===== src/rtl/cfgwin_pkg.sv =====
package cfgwin_pkg;

  typedef struct packed {
    logic idxWe;    // load index register
    logic dataWe;   // store into the selected register
    logic rdIdx;    // capture the index into read data
    logic rdData;   // capture the selected register into read data
    logic rdBlank;  // capture the not-claimed value into read data
  } winStrobes_t;

  // Write-protect map over the 8-bit index space
  function automatic logic isLocked(input logic [7:0] idx);
    logic locked;
    if (idx <= 8'hDF) begin
      locked = 1'b1;
    end else begin
      case (idx)
        8'hE4, 8'hE5,
        8'hE9, 8'hEA, 8'hEB, 8'hEC, 8'hED,
        8'hF3, 8'hF5, 8'hF7,
        8'hF9, 8'hFA, 8'hFB,
        8'hFD, 8'hFE, 8'hFF: locked = 1'b1;
        default:             locked = 1'b0;
      endcase
    end
    return locked;
  endfunction

  // Value each register takes on reset
  function automatic logic [7:0] bootValue(input logic [7:0] idx);
    logic [7:0] v;
    case (idx)
      8'hE0:   v = 8'h3C;
      8'hE2:   v = 8'h03;
      8'hE3:   v = 8'hFC;
      8'hE6:   v = 8'hDE;
      8'hE7:   v = 8'hFE;
      8'hE8:   v = 8'hBE;
      default: v = 8'h00;
    endcase
    return v;
  endfunction

endpackage


===== src/rtl/cfgwin_ctrl.sv =====
module cfgwin_ctrl
  import cfgwin_pkg::*;
#(
  parameter int                    IDX_W     = 8,
  parameter int                    BRG_AW    = 8,
  parameter logic [BRG_AW-1:0]     EN_OFFSET = 8'h85,
  parameter int                    EN_BIT    = 1,
  parameter int                    DATA_W    = 8
) (
  input  logic              clk,
  input  logic              rstN,
  input  logic              busAddr,
  input  logic              busWr,
  input  logic              busRd,
  input  logic              brgWr,
  input  logic [BRG_AW-1:0] brgAddr,
  input  logic [DATA_W-1:0] brgWdata,
  input  logic [IDX_W-1:0]  curIdx,
  output winStrobes_t       strb,
  output logic              winOn
);

  logic enHit;
  logic idxLocked;

  assign enHit     = brgWr && (brgAddr == EN_OFFSET);
  assign idxLocked = isLocked(8'(curIdx));

  // Enable bit held from the bridge configuration write
  always_ff @(posedge clk or negedge rstN) begin
    if (!rstN) winOn <= 1'b0;
    else if (enHit) winOn <= brgWdata[EN_BIT];
  end

  always_comb begin
    strb         = '0;
    strb.idxWe   = winOn && busWr && !busAddr;
    strb.dataWe  = winOn && busWr && busAddr && !idxLocked;
    strb.rdIdx   = winOn && busRd && !busAddr;
    strb.rdData  = winOn && busRd && busAddr;
    strb.rdBlank = !winOn && busRd;
  end

  // the enable moves only on a bridge write at the enable offset
  assert_en_hold_R8: assert property (@(posedge clk) disable iff (!rstN)
    !enHit |=> $stable(winOn));

  // a bridge write at the enable offset takes bit EN_BIT
  assert_en_load_R8: assert property (@(posedge clk) disable iff (!rstN)
    enHit |=> (winOn == $past(brgWdata[EN_BIT])));

endmodule


===== src/rtl/cfgwin_datapath.sv =====
module cfgwin_datapath
  import cfgwin_pkg::*;
#(
  parameter int IDX_W  = 8,
  parameter int DATA_W = 8
) (
  input  logic              clk,
  input  logic              rstN,
  input  winStrobes_t       strb,
  input  logic [DATA_W-1:0] busWdata,
  output logic [IDX_W-1:0]  curIdx,
  output logic [DATA_W-1:0] busRdata
);

  localparam int NUM_REGS = 1 << IDX_W;
  localparam logic [DATA_W-1:0] NOT_CLAIMED = '1;

  logic [DATA_W-1:0] regFile [NUM_REGS];
  logic [DATA_W-1:0] selReg;

  always_ff @(posedge clk or negedge rstN) begin
    if (!rstN) curIdx <= '0;
    else if (strb.idxWe) curIdx <= busWdata[IDX_W-1:0];
  end

  always_ff @(posedge clk or negedge rstN) begin
    if (!rstN) begin
      for (int i = 0; i < NUM_REGS; i++) begin
        regFile[i] <= DATA_W'(bootValue(8'(i)));
      end
    end else if (strb.dataWe) begin
      regFile[curIdx] <= busWdata;
    end
  end

  assign selReg = regFile[curIdx];

  always_ff @(posedge clk or negedge rstN) begin
    if (!rstN) busRdata <= NOT_CLAIMED;
    else if (strb.rdData) busRdata <= selReg;
    else if (strb.rdIdx) busRdata <= DATA_W'(curIdx);
    else if (strb.rdBlank) busRdata <= NOT_CLAIMED;
  end

  // the index holds unless a window index write is strobed
  assert_idx_hold_R1: assert property (@(posedge clk) disable iff (!rstN)
    !strb.idxWe |=> $stable(curIdx));

  // a strobed data write lands in the register the index selected
  assert_data_store_R3: assert property (@(posedge clk) disable iff (!rstN)
    strb.dataWe |=> (regFile[$past(curIdx)] == $past(busWdata)));

  // read data holds between reads
  assert_rdata_hold_R5: assert property (@(posedge clk) disable iff (!rstN)
    !(strb.rdIdx || strb.rdData || strb.rdBlank) |=> $stable(busRdata));

  // The control never asks for two read sources at once
  assert_one_read_R5: assert property (@(posedge clk) disable iff (!rstN)
    $onehot0({strb.rdIdx, strb.rdData, strb.rdBlank}));

endmodule


===== src/rtl/idx_cfg_window.sv =====
module idx_cfg_window
  import cfgwin_pkg::*;
#(
  parameter int                IDX_W     = 8,
  parameter int                DATA_W    = 8,
  parameter int                BRG_AW    = 8,
  parameter logic [BRG_AW-1:0] EN_OFFSET = 8'h85,
  parameter int                EN_BIT    = 1
) (
  input  logic              clk,
  input  logic              rstN,
  input  logic              busAddr,
  input  logic              busWr,
  input  logic              busRd,
  input  logic [DATA_W-1:0] busWdata,
  output logic [DATA_W-1:0] busRdata,
  input  logic              brgWr,
  input  logic [BRG_AW-1:0] brgAddr,
  input  logic [DATA_W-1:0] brgWdata
);

  winStrobes_t       strb;
  logic              winOn;
  logic [IDX_W-1:0]  curIdx;

  cfgwin_ctrl #(
    .IDX_W(IDX_W), .BRG_AW(BRG_AW), .EN_OFFSET(EN_OFFSET),
    .EN_BIT(EN_BIT), .DATA_W(DATA_W)
  ) ctrl_i (
    .clk(clk), .rstN(rstN),
    .busAddr(busAddr), .busWr(busWr), .busRd(busRd),
    .brgWr(brgWr), .brgAddr(brgAddr), .brgWdata(brgWdata),
    .curIdx(curIdx), .strb(strb), .winOn(winOn)
  );

  cfgwin_datapath #(
    .IDX_W(IDX_W), .DATA_W(DATA_W)
  ) dp_i (
    .clk(clk), .rstN(rstN), .strb(strb),
    .busWdata(busWdata), .curIdx(curIdx), .busRdata(busRdata)
  );

  // a read while disabled answers with the not-claimed value
  assert_off_read_R9: assert property (@(posedge clk) disable iff (!rstN)
    (busRd && !winOn) |=> (busRdata == '1));

  // an index write while disabled leaves the index alone
  assert_off_idx_R9: assert property (@(posedge clk) disable iff (!rstN)
    (busWr && !busAddr && !winOn) |=> $stable(curIdx));

  // an enabled index write loads the bus byte
  assert_idx_load_R1: assert property (@(posedge clk) disable iff (!rstN)
    (busWr && !busAddr && winOn) |=> (curIdx == $past(busWdata[IDX_W-1:0])));

endmodule


===== config.mk =====
export PLATFORM = sky130hd
export DESIGN_NAME = idx_cfg_window
export DESIGN_NICKNAME = d
export VERILOG_FILES = /design/src/rtl/cfgwin_pkg.sv /design/src/rtl/cfgwin_ctrl.sv /design/src/rtl/cfgwin_datapath.sv /design/src/rtl/idx_cfg_window.sv
export SDC_FILE = /design/constraint.sdc
export NUM_CORES = 2
export LEC_CHECK = 0
export ABC_AREA = 1
export CORE_MARGIN = 8
export CORE_UTILIZATION = 40
export DETAILED_ROUTE_END_ITERATION = 10
export GPL_TIMING_DRIVEN = 0
export MAX_ROUTING_LAYER = met4
export PLACE_DENSITY_LB_ADDON = 0.08
export SLEW_MARGIN = 20
export SYNTH_ARGS = -nofsm -noshare
export SYNTH_HDL_FRONTEND = slang
export SYNTH_SLANG_ARGS = --single-unit

===== constraint.sdc =====
create_clock -name clk -period 4.6 [get_ports clk]
set_input_delay 0.46 -clock clk [delete_from_list [all_inputs] [get_ports clk]]
set_output_delay 0.46 -clock clk [all_outputs]
set_load 0.1 [all_outputs]

# Word-level counts from Yosys, hierarchy flattened
# Cells that the tools add are included.
totals:
  output_inout_bits: 8
  ff_bits: 2065
  inputBits: 30
  elab_cells: 306
classes:
  reduce_logical: 15
  magnitude_cmp: 3
  bitwise: 1
  mux: 11
  n_eq_ne: 17
op_table:
  columns: ["operator", "count"]
  rows:
  - ["$bwmux W2048", 1]
  - ["$eq A8 B8 Y1 const B", 17]
  - ["$bmux W8 S8", 1]
  - ["$demux W8 S8", 1]
  - ["$mux W8", 6]
  - ["$reduce_or A16 Y1", 1]
  - ["$logic_and A1 B1 Y1", 10]
  - ["$ge A9 B9 Y1 const B", 1]
  - ["$lt A9 B1 Y1 const B", 1]
  - ["$not A8 Y9", 1]
  - ["$le A8 B8 Y1 const B", 1]
  - ["$logic_not A1 Y1", 3]
  - ["$reduce_bool A3 Y1", 1]
  - ["$mux W1", 2]

# Depth between registers and ports, before layout
depth:
  depth_word: 6
  depth_mapped: 19
  depth_no_buf: 17

# Modules after synthesis
# From an unflattened synthesis, not the netlist that was laid out.
unflattened:
  cells_unflattened: 12066
  area_unflattened_um2: 93061.8
modules_own_cells:
  columns: ["mod", "n_inst", "cells_each", "seq_area_each_um2", "area_per_inst_um2"]
  rows:
  - ["cfgwin_datapath", 1, 12030, 51698.3, 92895.3]
  - ["cfgwin_ctrl", 1, 36, 25.0, 166.4]

# Worst setup path before layout
# No wires, ideal clock.
synth_timing:
  path_type: "register to register"
  from: "register dp_i.curIdx[0]"
  to: "register dp_i.busRdata[5]"
  t_arrival_ps: 1917
  setup_ps: 79
  path_stages_with_launch: 17
  path_slack_ps: 2604
  period_less_slack_ps: 1996
  n_path_buf: 4
  t_required_ps: 4521
  path_cell_list: "dfrtp_1 -> buf_2 -> nand2_1 -> inv_2 -> buf_2 -> buf_6 -> buf_6 -> a22oi_1 -> nand2_1 -> nand2_1 -> nand2_1 -> o21ai_0 -> nand2_1 -> nor2_1 -> nand2_1 -> o21bai_1 -> nand2_1"
synth_via:
  elab_chain_len: 5
synth_lines:
  columns: ["item", "line_no", "source"]
  rows:
  - ["from (decl)", "cfgwin_datapath.sv:11", "output logic [IDX_W-1:0] curIdx,"]
  - ["from (signal assigned)", "cfgwin_datapath.sv:23", "else if (strb.idxWe) curIdx <= busWdata[IDX_W-1:0];"]
  - ["$not A8 Y9 (not written as such)", "cfgwin_datapath.sv:36", "assign selReg = regFile[curIdx];"]
  - ["$bmux W8 S8", "cfgwin_datapath.sv:36", null]
  - ["$mux W8 (not written as such) (2 in a row)", "cfgwin_datapath.sv:36", null]
  - ["$mux W8", "cfgwin_datapath.sv:40", "else if (strb.rdData) busRdata <= selReg;"]
  - ["to (signal assigned)", "cfgwin_datapath.sv:40", null]
  - ["to (signal assigned)", "cfgwin_datapath.sv:41", "else if (strb.rdIdx) busRdata <= DATA_W'(curIdx);"]
  - ["to (decl)", "cfgwin_datapath.sv:12", "output logic [DATA_W-1:0] busRdata"]
# Every way passes these cells. The select of a mux whose other input is x is not followed.
# A chain may end at the register's enable or synchronous reset.

# Worst setup path after layout
layout_timing:
  from: "register dp_i.curIdx[1]"
  to: "register dp_i.busRdata[3]"
# Same word-level chain as after synthesis.

==> out/qor.txt <==
==========================================================================
Least-Margin Pin Slew .......................................      1245 ps
Number of setup violations in the final report ..............            0
Vias in the first global route ..............................       55.62k
Count of vias placed by the detailed router .................       56.28k
Maximum clock rate ..........................................   0.2420 GHz
I/O Pins ....................................................           38
Number of buffers created by CTS ............................          219
Hold_ws .....................................................     170.3 ps
Fill cell count .............................................       19.45k
Relative slew slack .........................................       0.1698
Final non-filler cell total .................................       12.15k
Startpoint types ............................................     register
Latest clock arrival within the worst-skew pair .............       870 ps
Gate count after technology mapping .........................         9047
Post-synth ARST share .......................................        1.000
First-pass iteration count of the detailed router ...........            8
Top area cells in the synthesized netlist ................... dfrtp_1 (64%), nand2_1 (17%), clkbuf_1 (10%), o21ai_0 (1.9%), nand4_1 (1.6%)
Post-CTS Setup Repair Bufs ..................................            0
CTS Root Cell ...............................................    clkbuf_16
Power per Cell Area ......................................... 429.1 nW/um^2
Syn nets ....................................................         9077
Die extent in x .............................................     461.7 um
CP required .................................................      5410 ps
P_leak ......................................................     45.63 nW
Slack of the worst reg-to-reg path ..........................       470 ps
Detailed-placement wirelength estimate ......................     173.9 mm
Wire length per cell after detailed routing .................     20.02 um
Netlist area before placement ...............................   79440 um^2
Leading post-synthesis cells by instance count .............. nand2_1 (3653), clkbuf_1 (2154), dfrtp_1 (2026)
Fraction of layout instances using a drive strength above 1 .      0.05725
Critical path endpoint category .............................     register
Worst r2r dst ............................................... dp_i.busRdata[3]
Count of cells along the worst register-to-register path ....           14
Starting DRC count in detailed routing ......................         4571
Effective utilization at floorplan ..........................       0.4024
Remaining design rule violation count .......................            0
Initial antenna violation count .............................           19
Area post-placement .........................................   83560 um^2
Yosys Warn Count ............................................            0
Leading cell type by number of instances after synthesis ....      nand2_1
Maximum level of the CTS H-tree .............................            4
Pin count of the biggest net entering global routing ........          149
Final Hold Vio Count ........................................            0
IO buf count ................................................           30
Design area .................................................   90920 um^2
Unrepaired setup endpoints after global routing .............        false
Crit-path max FO ............................................           10
Number of clock sinks .......................................         2065
Start-to-end type of the worst setup path ................... register to register
Total Nets Final ............................................         9346
Count of flip-flops with a built-in enable after synthesis ..            0
Post-synth top flop .........................................      dfrtp_1
Pins Over Slew Limit ........................................            0
Post-DRT Antenna Nets .......................................            0
Placeable Area ..............................................  197400 um^2
Final WL ....................................................     243.1 mm
Sequential share of the synthesized area ....................       0.6511
Register bit count reported by yosys ........................         2065
Worst reg2reg path startpoint ............................... dp_i.curIdx[1]
Number of maximum-capacitance violations ....................            0
Setup Skew ..................................................     32.42 ps
Run status .................................................. finished clean
CTS tree ....................................................        built
Crit path capture ........................................... dp_i.busRdata[3]
Sum Neg Setup Slack .........................................         0 ps
Die Footprint ...............................................  213100 um^2
Top-area cell type share of the netlist area ................       0.6382
Critical Path AT ............................................      4940 ps
Synthesized area per cell ...................................   8.781 um^2
Critical path startpoint .................................... dp_i.curIdx[1]
Ratio of final minimum period to clock period ...............       0.8982
Dpl cells ...................................................       11.73k
Minimum period implied by the final worst setup slack .......      4131 ps
Synthesis-to-layout area growth .............................       14.44%
Global-route wire length before repair ......................     365.5 mm
Floorplan row count .........................................          163
Die Span Y ..................................................     461.7 um
Yosys cell types ............................................           23
Tightest Hold Check Type .................................... input pin to asynchronous set/reset pin
Per-cell via count in the routed design .....................        4.634
Congestion Overflow GR ......................................            0
Largest area contributor in the netlist .....................      dfrtp_1
Overall fraction of global-route tracks in use ..............       0.2374
Final Wtd Congestion ........................................       0.9280
Maximum root-to-sink buffer count ...........................            3
Clock-pin slew on the worst setup and hold paths ............        70 ps
Final core utilization ......................................       0.4605
Max VDD drop ................................................     378.7 uV
==========================================================================
==> how the worst min path moves through the flow <==
stage | endpoint | start | slack, ps | cells past startpoint
after floorplan | ctrl_i.winOn | rstN | 160 | 0
after global placement | dp_i.regFile[1344] | dp_i.regFile[1344] | 440 | 1
after detailed placement | dp_i.regFile[1406] | rstN | 390 | 1
after CTS | dp_i.regFile[958] | rstN | 120 | 2
after global routing | dp_i.regFile[1398] | rstN | 160 | 2
final | dp_i.regFile[1464] | rstN | 170 | 2
==> worst max-delay path, stage by stage, from the launching register on <==
cell	delay [ps]
dfrtp_1	340
buf_2	190
clkbuf_1	680
clkbuf_1	730
a21oi_1	80
o21ai_0	750
nand2_1	320
o21ai_0	270
nand3_1	250
nand2_1	140
inv_1	70
nor2_1	90
nand2_1	60
nand2_1	60
nand2_1	50
==> per-stage QoR <==
step	setup slack, ps	power (W)
finish	468.5	0.03901
global route	420.9	0.04036
CTS	548.7	0.03950
detailed placement	568.7	0.02153
global placement	-91420	0.02140
floorplan	2604	0.01960
==> cells by family after synthesis <==
logic type	Yosys count	share of synthesized area
compound gates	462	0.03018
buf+inv	2329	0.1120
flops	2065	0.6511
simple gates	4191	0.2068
==> power by group <==
| part | leakage [nW] | total, W | switching [W] | internal [W] |
|---|---|---|---|---|
| clock network | 3.62 | 0.0179 | 0.00741 | 0.0105 |
| registers | 28.7 | 0.0182 | 0.0000332 | 0.0182 |
| logic | 13.3 | 0.00292 | 0.00258 | 0.000344 |
==> repair_timing <==
item / CTS / global route
endpoints found under the hold margin: 155 / 0
resized for setup: 0 / 0
hold buffers: 1 / 0
==> flip-flops by register name (all words and copies together) (netlist names) <==
signal and cells:
ctrl_i.winOn 1, dp_i.curIdx 8, dp_i.regFile 2048, dp_i.busRdata 8
==> routing by layer <==
metal | part of all wire | up-vias | global-route usage
li1 | - | 26782 | -
met1 | 0.46 | 27826 | 0.3305
met3 | 0.052 | 408 | 0.03617
met4 | 0.042 | 0 | 0.08607
met5 | 0 | - | -
met2 | 0.44 | 1264 | 0.3554
==> layout make-up <==
cell class / count / area (um^2) / area share
Clock buffer: 354 / 6715 / 0.07386
Clock inverter: 53 / 625.6 / 0.006881
Timing Repair Buffer: 48 / 775.7 / 0.008532
Antenna cell: 3 / 7.507 / 0.00008257
Sequential cell: 2065 / 51720 / 0.5689
Buffer: 2284 / 8766 / 0.09642
Inverter: 45 / 168.9 / 0.001858
Tap cell: 2640 / 3303 / 0.03633
Multi-Input combinational cell: 4653 / 18830 / 0.2071
==> cell usage in the layout (no fill, tap or decap), types with 4 or more instances in the layout <==
| master | Yosys | routed |
|---|---|---|
| clkbuf_16 | 0 | 225 |
| inv_2 | 5 | 5 |
| clkbuf_8 | 0 | 60 |
| o21ai_1 | 7 | 7 |
| dfstp_2 | 39 | 39 |
| a22oi_1 | 30 | 30 |
| bufinv_16 | 0 | 9 |
| clkbuf_1 | 2154 | 2199 |
| clkinv_2 | 0 | 33 |
| nand2_1 | 3653 | 3653 |
| nand4_1 | 207 | 207 |
| dfrtp_1 | 2026 | 2026 |
| clkinv_8 | 0 | 4 |
| clkdlybuf4s50_1 | 0 | 29 |
| inv_1 | 40 | 40 |
| buf_1 | 23 | 15 |
| clkbuf_2 | 0 | 25 |
| o21ai_0 | 299 | 299 |
| buf_2 | 104 | 111 |
| nor2_1 | 200 | 199 |
| nand3_1 | 123 | 123 |
| buf_16 | 0 | 17 |
| a21oi_1 | 121 | 121 |
(Power assumes the default switching activity.)
